File: config.mk
export PLATFORM = sky130hd
export DESIGN_NAME = gpio_port_irq
export DESIGN_NICKNAME = d
export VERILOG_FILES = /design/src/rtl/gpio_irq_pkg.sv /design/src/rtl/gpio_irq_cfg.sv /design/src/rtl/gpio_irq_edge.sv /design/src/rtl/gpio_irq_event.sv /design/src/rtl/gpio_port_irq.sv
export SDC_FILE = /design/constraint.sdc
export NUM_CORES = 1
export LEC_CHECK = 0
export BUFFER_PORTS_ARGS = -buffer_cell sky130_fd_sc_hd__buf_4
export CAP_MARGIN = 5
export CORE_ASPECT_RATIO = 0.7
export CORE_UTILIZATION = 40
export CTS_BUF_LIST = sky130_fd_sc_hd__clkbuf_8 sky130_fd_sc_hd__clkbuf_16
export DETAILED_ROUTE_END_ITERATION = 10
export PLACE_DENSITY_LB_ADDON = 0.15
export SYNTH_ARGS = -nofsm -noshare
export SYNTH_HDL_FRONTEND = slang
export SYNTH_SLANG_ARGS = --single-unit
File: constraint.sdc
create_clock -name clk -period 2.98 [get_ports clk]
set_input_delay 0.596 -clock clk [delete_from_list [all_inputs] [get_ports clk]]
set_output_delay 0.596 -clock clk [all_outputs]
set_load 0.03 [all_outputs]
File: src/rtl/gpio_irq_pkg.sv
package gpio_irq_pkg;

    localparam int SEL_W = 2;

    typedef enum logic [SEL_W-1:0] {
        SEL_POLARITY = 2'd0,
        SEL_ENABLE   = 2'd1,
        SEL_EVENT    = 2'd2,
        SEL_FORCE    = 2'd3
    } reg_sel_e;

    typedef struct packed {
        logic     wr;
        reg_sel_e sel;
    } reg_cmd_t;

    // One pin: 1 when the level moved in the armed direction.
    function automatic logic pin_hit(input logic rise_armed,
                                     input logic now_lvl,
                                     input logic old_lvl);
        logic went_up;
        logic went_down;
        went_up   = now_lvl & ~old_lvl;
        went_down = ~now_lvl & old_lvl;
        return rise_armed ? went_up : went_down;
    endfunction

    // Sticky flag update: set dominates clear.
    function automatic logic flag_next(input logic cur,
                                       input logic set_req,
                                       input logic clr_req);
        return set_req | (cur & ~clr_req);
    endfunction

endpackage

File: src/rtl/gpio_irq_cfg.sv
module gpio_irq_cfg
    import gpio_irq_pkg::*;
#(
    parameter int PINS = 8
) (
    input  logic            clk,
    input  logic            rst,
    input  reg_cmd_t        cmd,
    input  logic [PINS-1:0] wdata,
    input  logic [PINS-1:0] evt_q,
    output logic [PINS-1:0] pol_q,
    output logic [PINS-1:0] ena_q,
    output logic [PINS-1:0] frc_q,
    output logic [PINS-1:0] rdata
);

    always_ff @(posedge clk) begin
        if (rst) begin
            pol_q <= '0;
            ena_q <= '0;
            frc_q <= '0;
        end else if (cmd.wr) begin
            unique case (cmd.sel)
                SEL_POLARITY: pol_q <= wdata;
                SEL_ENABLE:   ena_q <= wdata;
                SEL_FORCE:    frc_q <= wdata;
                default:      ;
            endcase
        end
    end

    always_comb begin
        unique case (cmd.sel)
            SEL_POLARITY: rdata = pol_q;
            SEL_ENABLE:   rdata = ena_q;
            SEL_EVENT:    rdata = evt_q;
            SEL_FORCE:    rdata = frc_q;
            default:      rdata = '0;
        endcase
    end

    // a write lands in the addressed register on the next cycle
    a_r1_polarity_write: assert property (@(posedge clk) disable iff (rst)
        (cmd.wr && cmd.sel == SEL_POLARITY) |=> (pol_q == $past(wdata)));
    a_r2_enable_write: assert property (@(posedge clk) disable iff (rst)
        (cmd.wr && cmd.sel == SEL_ENABLE) |=> (ena_q == $past(wdata)));

endmodule

File: src/rtl/gpio_irq_edge.sv
module gpio_irq_edge
    import gpio_irq_pkg::*;
#(
    parameter int PINS = 8
) (
    input  logic            clk,
    input  logic            rst,
    input  logic [PINS-1:0] lvl,
    input  logic [PINS-1:0] pol_q,
    output logic [PINS-1:0] hit
);

    logic [PINS-1:0] prev_q;

    // Level history is loaded from the pins during reset.
    always_ff @(posedge clk) begin
        prev_q <= lvl;
    end

    for (genvar i = 0; i < PINS; i++) begin : g_pin
        assign hit[i] = pin_hit(pol_q[i], lvl[i], prev_q[i]);
    end

    // an edge hit always coincides with a level change
    a_r3_hit_needs_change: assert property (@(posedge clk) disable iff (rst)
        ((hit & ~(lvl ^ prev_q)) == '0));

    // steady pins never hit, whatever the polarity register does
    a_r8_steady_no_hit: assert property (@(posedge clk) disable iff (rst)
        (lvl == $past(lvl)) |-> (hit == '0));

endmodule

File: src/rtl/gpio_irq_event.sv
module gpio_irq_event
    import gpio_irq_pkg::*;
#(
    parameter int PINS = 8
) (
    input  logic            clk,
    input  logic            rst,
    input  logic [PINS-1:0] hit,
    input  logic [PINS-1:0] ena_q,
    input  logic [PINS-1:0] frc_q,
    input  logic [PINS-1:0] clr,
    output logic [PINS-1:0] evt_q,
    output logic            irq
);

    logic [PINS-1:0] set_req;
    logic [PINS-1:0] evt_d;

    assign set_req = (hit & ena_q) | frc_q;

    for (genvar i = 0; i < PINS; i++) begin : g_flag
        assign evt_d[i] = flag_next(evt_q[i], set_req[i], clr[i]);
    end

    always_ff @(posedge clk) begin
        if (rst) begin
            evt_q <= '0;
            irq   <= 1'b0;
        end else begin
            evt_q <= evt_d;
            irq   <= |(evt_q & ena_q);
        end
    end

    // a cleared bit with no new set request drops
    a_r4_clear: assert property (@(posedge clk) disable iff (rst)
        1'b1 |=> ((evt_q & $past(clr & ~set_req)) == '0));

    // set wins over a clear in the same cycle
    a_r6_set_wins: assert property (@(posedge clk) disable iff (rst)
        ((set_req & clr) != '0) |=> ((evt_q & $past(set_req & clr)) == $past(set_req & clr)));

    // forced bits are set the cycle after
    a_r5_force_sets: assert property (@(posedge clk) disable iff (rst)
        (frc_q != '0) |=> ((evt_q & $past(frc_q)) == $past(frc_q)));

    // a bit neither enabled nor forced cannot rise
    a_r2_gate: assert property (@(posedge clk) disable iff (rst)
        1'b1 |=> ((evt_q & ~$past(evt_q) & ~$past(ena_q | frc_q)) == '0));

    // no enabled pending event means irq low next cycle
    a_r7_irq_quiet: assert property (@(posedge clk) disable iff (rst)
        ((evt_q & ena_q) == '0) |=> !irq);

endmodule

File: src/rtl/gpio_port_irq.sv
module gpio_port_irq
    import gpio_irq_pkg::*;
#(
    parameter int PINS = 8
) (
    input  logic            clk,
    input  logic            rst,
    input  logic [PINS-1:0] pin_lvl,
    input  logic            reg_we,
    input  logic [1:0]      reg_addr,
    input  logic [PINS-1:0] reg_wdata,
    output logic [PINS-1:0] reg_rdata,
    output logic            irq
);

    reg_cmd_t        cmd;
    logic [PINS-1:0] pol_q;
    logic [PINS-1:0] ena_q;
    logic [PINS-1:0] frc_q;
    logic [PINS-1:0] evt_q;
    logic [PINS-1:0] hit;
    logic [PINS-1:0] clr;

    assign cmd.wr  = reg_we;
    assign cmd.sel = reg_sel_e'(reg_addr);
    assign clr     = (cmd.wr && cmd.sel == SEL_EVENT) ? reg_wdata : '0;

    gpio_irq_cfg #(.PINS(PINS)) u_cfg (
        .clk   (clk),
        .rst   (rst),
        .cmd   (cmd),
        .wdata (reg_wdata),
        .evt_q (evt_q),
        .pol_q (pol_q),
        .ena_q (ena_q),
        .frc_q (frc_q),
        .rdata (reg_rdata)
    );

    gpio_irq_edge #(.PINS(PINS)) u_edge (
        .clk   (clk),
        .rst   (rst),
        .lvl   (pin_lvl),
        .pol_q (pol_q),
        .hit   (hit)
    );

    gpio_irq_event #(.PINS(PINS)) u_event (
        .clk   (clk),
        .rst   (rst),
        .hit   (hit),
        .ena_q (ena_q),
        .frc_q (frc_q),
        .clr   (clr),
        .evt_q (evt_q),
        .irq   (irq)
    );

    // with no event-register write, no new set and no force, events hold
    a_r10_read_no_side_effect: assert property (@(posedge clk) disable iff (rst)
        (!(reg_we && reg_addr == 2'd2) && hit == '0 && frc_q == '0) |=> (evt_q == $past(evt_q)));

endmodule

# ---- Word-level counts from Yosys, hierarchy flattened
# Cells that the tools add are included.
dict set report totals {
  inputBits 21
  wordCells 84
  ff_bits 41
  output_inout_bits 9
}
dict set report op_classes {
  muxes 10
  bitwise_logic 59
  n_eq_ne 3
  reduce_logical 6
}
# operator n
set op_table {}
lappend op_table {{case mux 8 bit (4 select lines)} 1}
lappend op_table {{AND 1 bit} 24}
lappend op_table {{NOT 1 bit} 24}
lappend op_table {{AND 8 bit} 2}
lappend op_table {{2-to-1 mux 1 bit} 8}
lappend op_table {{2-to-1 mux 8 bit} 1}
lappend op_table {{OR 1 bit} 8}
lappend op_table {{OR 8 bit} 1}
lappend op_table {{OR reduction 8 bit} 1}
lappend op_table {{AND reduction 2 bit} 3}
lappend op_table {{equality test 2 bit, second input constant} 2}
lappend op_table {{equality test 2 x 1 -> 1 bit, second input constant} 1}
lappend op_table {{logical NOT 2 bit} 1}
lappend op_table {{logical AND 1 bit} 1}

# ---- Longest topological paths before layout
# Gate-level depths: netlist of run 1.
dict set report depth {
  depth_word 6
  ltp_mapped 5
  mapped_depth_nobuf 3
}

# ---- Modules after synthesis
# From an unflattened synthesis of run 1, not the netlist that was laid out.
dict set report hier_totals {
  cells_unflattened 178
  hier_area_um2 1961.9
}
# module area_each_um2 n_inst seq_area_each_um2 cells_per_inst
set modules_own_cells {}
lappend modules_own_cells {gpio_irq_cfg 1191.1 1 480.5 99}
lappend modules_own_cells {gpio_irq_event 354.1 1 180.2 39}
lappend modules_own_cells {gpio_irq_edge 336.6 1 160.2 32}
lappend modules_own_cells {gpio_port_irq 80.1 1 0.0 8}

# ---- Worst setup path after synthesis of run 1
# OpenSTA, ideal clock, no wires.
dict set report synth_timing {
  kind {input to output}
  start {in reg_addr[1]}
  end {out reg_rdata[0]}
  path_stages 2
  required_ns 2.384
  slack_ns 0.952
  arrival_ns 1.432
  path_buffers 1
  cell_sequence {buf_6 mux4_1}
}
dict set report synth_between {
  elab_chain_cells 2
  word_cells_on_any_way 5
  cone_classes {eq/ne (3); mux (1); reduce/logical (1)}
}
# element line_no
set synth_rtl {}
lappend synth_rtl {{from (decl)} gpio_port_irq.sv:10} ;# input logic [1:0] reg_addr,
lappend synth_rtl {{equality test 2 bit (tied with other cells)} gpio_irq_cfg.sv:33} ;# unique case (cmd.sel)
lappend synth_rtl {{case mux 8 bit (4 select lines) *} gpio_irq_cfg.sv:33}
lappend synth_rtl {{to (decl)} gpio_port_irq.sv:12} ;# output logic [PINS-1:0] reg_rdata,
# Every way passes the cells marked *; elsewhere a longest branch is shown, timed or not.

# ---- Final worst setup path of run 1
dict set report layout_timing {
  start {in reg_addr[1]}
  end {out reg_rdata[6]}
}
# The elaborated chain is that of the path after synthesis.

==> summary.txt, run 1 <==
Via count: 1357
Min-Delay Path Class: primary input to register
Slew Limit Fails: 0
Post-synth EDFFs: 0
Compound-Gate Fraction of Synth Area: 8.663%
Core footprint: 4379 um^2
Leakage: 0.9605 nW
Max-cap violations: 0
Fin crit period: 2.250 ns
Via/cell ratio: 5.516
Post-synthesis xor/xnor area fraction: 0%
Synth Net Count: 185
Worst-path clk slew: 0.08 ns
Area Overhead vs Synth: 18.21%
ANT cells: 0
Clk root buf: clkbuf_8
Hold-fix buffers at CTS: 0
Largest net degree at the start of global routing: 34
Fin crit share: 75.51%
Setup TNS: 0 ns
First-pass GRT wire length: 6.134 mm
Initial Utilization: 41.89%
Tot GR Track Use: 16.60%
Met2 Track Usage GR: 26.00%
Area of the multi-input gates: 933.4 um^2
Depth of the CTS H-tree: 2
Die X: 82.94 um
Hold depth: 1
Primary FF master, synth: dfxtp_1
Final net count: 211
Sequential share of the synthesized area: 44.75%
Worst path max stage delay: 0.61 ns
Post-route ant nets: 0
Clk sinks: 41
Final setup margin: 0.7299 ns
Grt met3 use: 4.769%
TritonCTS clock tree: done
Setup crit end kind: output pin
Startpoint Class: primary input
Post-CTS setup buffers: 0
Rel. slew slack: 58.48%
Least-Margin Pin Slew: 0.6209 ns
Antenna violations before repair: 0
Gr ovfl total: 0
GRT Max-Usage Layer: met2
Max VDD drop: 0.0003099 V
Crit path DAT: 1.65 ns
Layout cells sized above 1: 21.47%
Most frequent CP cell: buf_4
Post-Synthesis Cells: 164
Total Wirelength: 3.795 mm
Number of fill cells in the layout: 397
Mux share of post-synthesis cell area: 24.35%
Synthesized area per cell: 11.18 um^2
Inserted Clock Buffers: 5
Critical-path cell list: buf_4 > mux4_1 > buf_4
IO Port Bufs: 29
Yosys warning count: 0
DRC errors left: 0
1st-iter DRT viols: 64
RSZ-0062 raised after global routing: no
Unique cell type count in the Yosys netlist: 20
R2r setup slk: 2.08 ns
Place WS: 0.7437 ns
Clk buf depth: 2
Reg area: 820.8 um^2
F_max: 0.4444 GHz
Register-to-Register Path Depth: 3
DRT Pass-1 Iters: 4
Post-Synth Simple-Gate Area: 17.87%
CP Class: primary input to output pin
Drt wl/cell: 15.43 um
Critical path required time: 2.38 ns
Crit-path slowest cell: mux4_1
Seq cells post-synth: 41
# IOs: 30
Adder and majority gate portion of the synthesized area: 0%
Site row count: 20
Pwr Density: 541.5 nW/um^2
Final Hold Vio Count: 0
Syn Std Cell Area: 1834 um^2
HPWL Detailed: 2.560 mm
CP max FO: 19
Met1 Track Usage GR: 22.01%
Vias in the first global route: 1262
Die area: 4865 um^2
Worst Skew: 0.003554 ns
Chip Height: 58.66 um
Ys async rst share: 0%
Final setup vio count: 0
Outcome: completed
GPL Wtd Cong: 0.7427
Largest family of logic cells by synthesized area: multiplexers
Gates resized, CTS repair: 0
Worst-Skew Late Latency: 0.29 ns
==> metrics by stage <==
| step | util (%) | instance area (um^2) | hold slack [ns] | power, mW | std cells |
|---|---|---|---|---|---|
| after global routing | 49.51 | 2168 | 0.3968 | 1.226 | 246 |
| after global placement | 46.77 | 2048 | 0.4945 | 0.7193 | 238 |
| after floorplan | - | 1834 | 0.4710 | 0.6779 | 164 |
| after detailed placement | 46.77 | 2048 | 0.5035 | 0.7235 | 238 |
| after CTS | 49.51 | 2168 | 0.4074 | 1.188 | 246 |
| final | 49.51 | 2168 | 0.4173 | 1.174 | 246 |
==> placed cells by master (no fill, tap or decap), drive strengths merged <==
| cell type | count |
|---|---|
| a21oi | 16 |
| nor2 | 24 |
| bufinv | 1 |
| buf | 30 |
| o21ai | 8 |
| nand3b | 1 |
| a22oi | 4 |
| dfxtp | 41 |
| nand3 | 1 |
| clkinvlp | 1 |
| a41oi | 1 |
| nor3b | 9 |
| clkbuf | 6 |
| and3b | 8 |
| nand4b | 8 |
| mux4 | 8 |
| mux2i | 24 |
==> where the power goes <==
group / switching, mW / internal, mW
Clock: 0.192 / 0.272
Combinational: 0.0635 / 0.0611
Sequential: 0.0156 / 0.570
==> worst max-delay path: cells and delay by family <==
family,cells,cell delay [ns]
buffers and inverters,2,0.44
multiplexers,1,0.61
==> per-layer routing <==
layer,wire (um),up-vias
met1,1843,658
met5,0,-
met3,165,5
met4,44,0
met2,1742,24
li1,-,670
==> sequential cells by signal (all words and copies together) (netlist names) <==
signal	cells
u_cfg.ena_q	8
u_cfg.frc_q	8
u_cfg.pol_q	8
u_edge.prev_q	8
u_event.evt_q	8
u_event.irq	1
==> layout make-up <==
| cell class | instances | area share (%) |
|---|---|---|
| flip-flops and latches | 41 | 37.85 |
| clock inverters | 2 | 1.731 |
| repair buffers | 30 | 10.39 |
| clock buffers | 6 | 3.808 |
| well taps | 55 | 3.174 |
| multi-input cells | 112 | 43.05 |
==> cells in the mapped netlist, types with 2 or more instances <==
cell type / instances / share of area (%)
dfxtp_1: 41 / 45
mux2i_1: 24 / 13
nor2_1: 24 / 4.9
a21oi_1: 16 / 4.4
and3b_1: 8 / 3.8
nand4b_1: 8 / 3.8
nor3b_1: 8 / 3.3
o21ai_0: 8 / 2.2
mux4_1: 7 / 10
a22oi_1: 4 / 1.6
clkbuf_1: 4 / 0.82
buf_6: 3 / 1.8
buf_2: 2 / 0.55
==> logic make-up after synthesis <==
| kind of cell | after synthesis |
|---|---|
| AOI/OAI and AO/OA | 29 |
| buffers and inverters | 11 |
| DFF | 41 |
| muxes | 32 |
| and+or+nand+nor | 51 |
==> path summary, 6_finish.rpt <==
kind | startpoint | end
min | pin_lvl[6] | u_edge.prev_q[6]$_DFF_P_
min reg2reg | u_cfg.ena_q[6]$_SDFFE_PP0P_ | u_event.evt_q[6]$_SDFF_PP0_
max reg2reg | u_cfg.pol_q[3]$_SDFFE_PP0P_ | u_event.evt_q[3]$_SDFF_PP0_
max | reg_addr[1] | reg_rdata[6]
Power figures use the tool's default switching activity.
==> run 2, diff against run 1 <==
Settings changed: ABC_AREA set to 1.
Clock period 2.98 ns to 2.3 ns, I/O delays scaled along.
==> summary.txt, run 2 <==
Critical-path cell list: buf_4 > inv_2 > nor2_2 > nand2_1 > o2111ai_1 > buf_4
Leading area contributor after synthesis: dfxtp_1
RSZ-0062 raised after global routing: no
Sequential share of the synthesized area: 42.00%
Most common cell in the netlist: nand2_1
Post-Synthesis Cells: 272
Reg-to-reg critical path startpoint: u_cfg.ena_q[0]$_SDFFE_PP0P_
Hold depth: 1
Synth Net Count: 293
Crit-path slowest cell: nor2_2
Delay-heaviest family, CP: buffers and inverters
Rel. slew slack: 71.44%
Number of fill cells in the layout: 483
Clk buf depth: 2
Gates resized, CTS repair: 0
Most frequent CP cell: buf_4
Initial Utilization: 43.39%
Worst-Skew Late Latency: 0.30 ns
Largest net degree at the start of global routing: 34
Least-Margin Pin Slew: 0.4280 ns
Chip Height: 60.48 um
Via count: 1745
Via/cell ratio: 4.929
Final net count: 319
Outcome: completed
Inserted Clock Buffers: 5
Clk sinks: 41
Critical path buffer and inverter count: 3
Gr ovfl total: 0
Clk root buf: clkbuf_8
Post-CTS setup buffers: 0
Seq cells post-synth: 41
Synth cell count leaders: nand2_1, nor2_1, dfxtp_1
Primary FF master, synth: dfxtp_1
Crit path DAT: 1.50 ns
Final setup vio count: 0
Tot GR Track Use: 19.22%
GPL Wtd Cong: 0.8089
Vias in the first global route: 1537
Max VDD drop: 0.0003368 V
CP Class: primary input to output pin
Critical path required time: 1.84 ns
Site row count: 20
DRC errors left: 0
Antenna violations before repair: 0
Worst-path clk slew: 0.08 ns
R2r setup slk: 1.47 ns
Die X: 85.55 um
CP max FO: 13
End of the worst register-to-register path: u_event.irq$_SDFF_PP0_
Top cell type's share of synthesized area: 42.00%
# IOs: 30
ANT cells: 0
1st-iter DRT viols: 83
Post-synth EDFFs: 0
Drt wl/cell: 12.62 um
Die area: 5174 um^2
Max-cap violations: 0
Ys async rst share: 0%
Min-Delay Path Class: primary input to register
Final Hold Vio Count: 0
Most frequent cells in the layout: nand2_1, nor2_1, dfxtp_1
Pwr Density: 725.5 nW/um^2
Fin crit period: 1.961 ns
F_max: 0.5099 GHz
Worst Skew: 0.006705 ns
Area Overhead vs Synth: 17.99%
Leading cell type in the layout, fill and taps excluded: nand2_1
Fin util: 51.19%
Largest cells by area after synthesis: dfxtp_1, nand2_1, nor2_1
Depth of the CTS H-tree: 2
TritonCTS clock tree: done
Total Wirelength: 4.466 mm
Unique cell type count in the Yosys netlist: 21
Worst min-delay path startpoint: pin_lvl[4]
Syn Std Cell Area: 1954 um^2
Min-Delay Endpoint: u_edge.prev_q[4]$_DFF_P_
Worst path max stage delay: 0.34 ns
Startpoint Class: primary input
HPWL Detailed: 3.069 mm
Hold-fix buffers at CTS: 0
Fin crit share: 85.27%
Core footprint: 4504 um^2
Setup crit end kind: output pin
Slew Limit Fails: 0
First-pass GRT wire length: 7.389 mm
Setup TNS: 0 ns
Synthesized area per cell: 7.185 um^2
Yosys warning count: 0
Layout cells sized above 1: 17.39%
Leakage: 1.006 nW
IO Port Bufs: 29
WHS: 0.2645 ns
DRT Pass-1 Iters: 4
Post-route ant nets: 0
Register-to-Register Path Depth: 4
run 2: cell count changes in the layout (fill, tap and decap cells not counted), sizes merged, moves of 9 or more:
cell / before / now
nand2: 0 / 83
nor2: 24 / 61
inv: 0 / 26
mux2i: 24 / 0
a211oi: 0 / 16
nand4: 0 / 10
nor3b: 9 / 0
run 2: worst max path at each step:
| stage | from | to | slack (ns) | cells after the start |
|---|---|---|---|---|
| finish | reg_addr[1] | reg_rdata[4] | 0.34 | 6 |
| floorplan | reg_addr[1] | reg_rdata[0] | 0.56 | 3 |
| global placement | reg_addr[1] | reg_rdata[2] | 0.34 | 6 |
| global route | reg_addr[1] | reg_rdata[4] | 0.24 | 6 |
| CTS | reg_addr[1] | reg_rdata[4] | 0.32 | 6 |
| detailed placement | reg_addr[1] | reg_rdata[4] | 0.33 | 6 |
run 2: kinds of logic after synthesis:
group | after synthesis | synth area share, %
and+or+nand+nor | 163 | 35.53
DFF | 41 | 42.00
AOI/OAI and AO/OA | 32 | 13.83
buffers and inverters | 36 | 8.642
run 2: power breakdown:
group,internal [mW],switching [mW],total (mW)
Clock,0.431,0.257,0.688
Combinational,0.0811,0.137,0.218
Sequential,0.747,0.0209,0.768
Total,1.26,0.414,1.67
run 2: through the flow:
stage / power (mW) / std cells / cell area (um^2) / setup WS, ns
5_1_grt: 1.745 / 354 / 2306 / 0.2386
2_1_floorplan: 0.9252 / 272 / 1954 / 0.5619
3_5_place_dp: 1.004 / 346 / 2172 / 0.3269
3_3_place_gp: 1.002 / 346 / 2172 / 0.3439
4_1_cts: 1.686 / 354 / 2306 / 0.3231
6_report: 1.673 / 354 / 2306 / 0.3388
run 2: area by class of cell:
class                      instances  area [um^2]  area share (%)
multi-input combinational        195        964.7           41.83
tap                               55        68.82           2.984
sequential                        41        820.8           35.59
inverter                          26        100.1           4.341
timing repair buffer              29        217.7           9.441
clock inverter                     3        65.06           2.821
clock buffer                       5        68.82           2.984
run 2: metal layers:
| layer | GRT usage, % | part of all wire [%] | vias to the layer above | wire [um] |
|---|---|---|---|---|
| met5 | 0 | 0 | - | 0 |
| met4 | 7.857 | 1.6 | 0 | 71 |
| met3 | 4.082 | 6.1 | 8 | 271 |
| met2 | 30.51 | 43 | 43 | 1907 |
| met1 | 26.00 | 50 | 762 | 2216 |
| li1 | - | - | 932 | - |
==> run 3, diff against run 2 <==
==> constraint.sdc (replaced) <==
create_clock -name clk -period 2.3 [get_ports clk]
set_input_delay 0.23 -clock clk [delete_from_list [all_inputs] [get_ports clk]]
set_output_delay 0.23 -clock clk [all_outputs]
set_load 0.03 [all_outputs]
==> summary.txt, run 3 (same netlist as run 2, synthesis figures left out) <==
Outcome: completed
Min-Delay Path Class: primary input to register
Switch share: 26.87%
HPWL Detailed: 3.043 mm
Tot GR Track Use: 19.43%
Setup TNS: 0 ns
Reg-to-reg critical path startpoint: u_cfg.pol_q[7]$_SDFFE_PP0P_
Layout cells sized above 1: 17.39%
Hold depth: 1
Post-CTS setup buffers: 0
Core footprint: 4504 um^2
Clk root buf: clkbuf_8
Chip Height: 60.48 um
Via/cell ratio: 4.989
IO Port Bufs: 29
DRC errors left: 0
Largest net degree at the start of global routing: 34
DRT Pass-1 Iters: 5
Final net count: 319
Depth of the CTS H-tree: 2
1st-iter DRT viols: 114
Max-cap violations: 0
GPL Wtd Cong: 0.8089
Hold-fix buffers at CTS: 0
Register-to-Register Path Depth: 5
Gr ovfl total: 0
Least-Margin Pin Slew: 0.4658 ns
Combinational Power Share: 14.5%
Flop pwr share: 51.1%
Die X: 85.55 um
Die area: 5174 um^2
Final setup margin: 0.7810 ns
Most frequent cells in the layout: nand2_1, nor2_1, dfxtp_1
Fin crit period: 1.519 ns
Area Overhead vs Synth: 16.33%
End of the worst register-to-register path: u_event.evt_q[7]$_SDFF_PP0_
Site row count: 20
Psw: 0.4038 mW
Number of fill cells in the layout: 472
R2r setup slk: 1.47 ns
Clk sinks: 41
Critical path required time: 2.07 ns
CP max FO: 13
Via count: 1766
First-pass GRT wire length: 7.514 mm
Worst-path clk slew: 0.08 ns
Inserted Clock Buffers: 5
Max VDD drop: 0.0003110 V
CP Class: primary input to output pin
Min-Delay Endpoint: u_edge.prev_q[5]$_DFF_P_
Antenna violations before repair: 0
Setup crit end kind: output pin
Final Hold Vio Count: 0
Drt wl/cell: 12.81 um
ANT cells: 0
Post-route ant nets: 0
Worst min-delay path startpoint: pin_lvl[5]
RSZ-0062 raised after global routing: no
TritonCTS clock tree: done
Fin crit share: 66.04%
Startpoint Class: primary input
Crit path DAT: 1.29 ns
Total Wirelength: 4.533 mm
Worst Skew: 0.007848 ns
Initial Utilization: 43.39%
Vias in the first global route: 1563
Worst-Skew Late Latency: 0.30 ns
Place WS: 0.7779 ns
Fin util: 50.47%
Slew Limit Fails: 0
Leading cell type in the layout, fill and taps excluded: nand2_1
Rel. slew slack: 68.92%
Gates resized, CTS repair: 0
Clock Power Share: 34.3%
Leakage: 0.9919 nW
# IOs: 30
Clk buf depth: 2
F_max: 0.6583 GHz
Cell-internal power: 1.099 mW
Pwr Density: 661.1 nW/um^2
Final setup vio count: 0
## run 3: cell types whose count changed in the layout (fill, tap and decap cells not counted), sizes merged
cell / delta
bufinv: -2
clkbuf: +2
## run 3: how the worst max path moves through the flow
| stage | cells after the start | from | slack [ns] | end |
|---|---|---|---|---|
| 2_1_floorplan | 3 | reg_addr[1] | 1.02 | reg_rdata[0] |
| 3_3_place_gp | 6 | reg_addr[1] | 0.80 | reg_rdata[2] |
| 3_5_place_dp | 6 | reg_addr[1] | 0.78 | reg_rdata[2] |
| 4_1_cts | 6 | reg_addr[1] | 0.78 | reg_rdata[2] |
| 5_1_grt | 6 | reg_addr[1] | 0.70 | reg_rdata[4] |
| 6_report | 6 | reg_addr[1] | 0.78 | reg_rdata[1] |
## run 3: area by class of cell
cell class / instances / area, um^2 / share of cell area [%]
Multi-Input combinational cell: 195 / 964.7 / 42.43
Sequential cell: 41 / 820.8 / 36.10
Timing Repair Buffer: 29 / 217.7 / 9.576
Inverter: 26 / 100.1 / 4.403
Clock buffer: 7 / 96.34 / 4.238
Tap cell: 55 / 68.82 / 3.027
Clock inverter: 1 / 5.005 / 0.2201
## run 3: per-layer routing
layer | GRT usage [%] | vias to the layer above | share of wire [%] | routed length (um)
met1 | 26.58 | 780 | 49 | 2243
met5 | 0 | - | 0 | 0
met2 | 30.29 | 42 | 42 | 1915
met4 | 8.333 | 0 | 1.6 | 71
li1 | - | 936 | - | -
met3 | 4.082 | 8 | 6.7 | 302
## run 3: stage by stage
step                      cells  hold WS [ns]  cell area [um^2]  power [mW]
final                       354       0.03798              2273       1.503
after CTS                   354       0.02986              2273       1.521
after floorplan             272        0.2577              1954      0.9252
after global placement      346        0.3433              2172       1.002
after global routing        354       0.02441              2273       1.581
after detailed placement    346        0.3447              2172       1.003
## run 3: critical path: stages
cell       delay [ns]
buf_4            0.22
inv_2            0.05
nor2_2           0.37
nand2_1          0.12
o2111ai_1        0.10
buf_4            0.20
## run 3: power groups by stage
stage	clock network [mW]	logic [mW]	registers, mW
2_1_floorplan	0	0.145	0.780
3_3_place_gp	0	0.217	0.785
3_5_place_dp	0	0.219	0.784
4_1_cts	0.534	0.220	0.768
5_1_grt	0.565	0.243	0.773
6_report	0.516	0.219	0.768
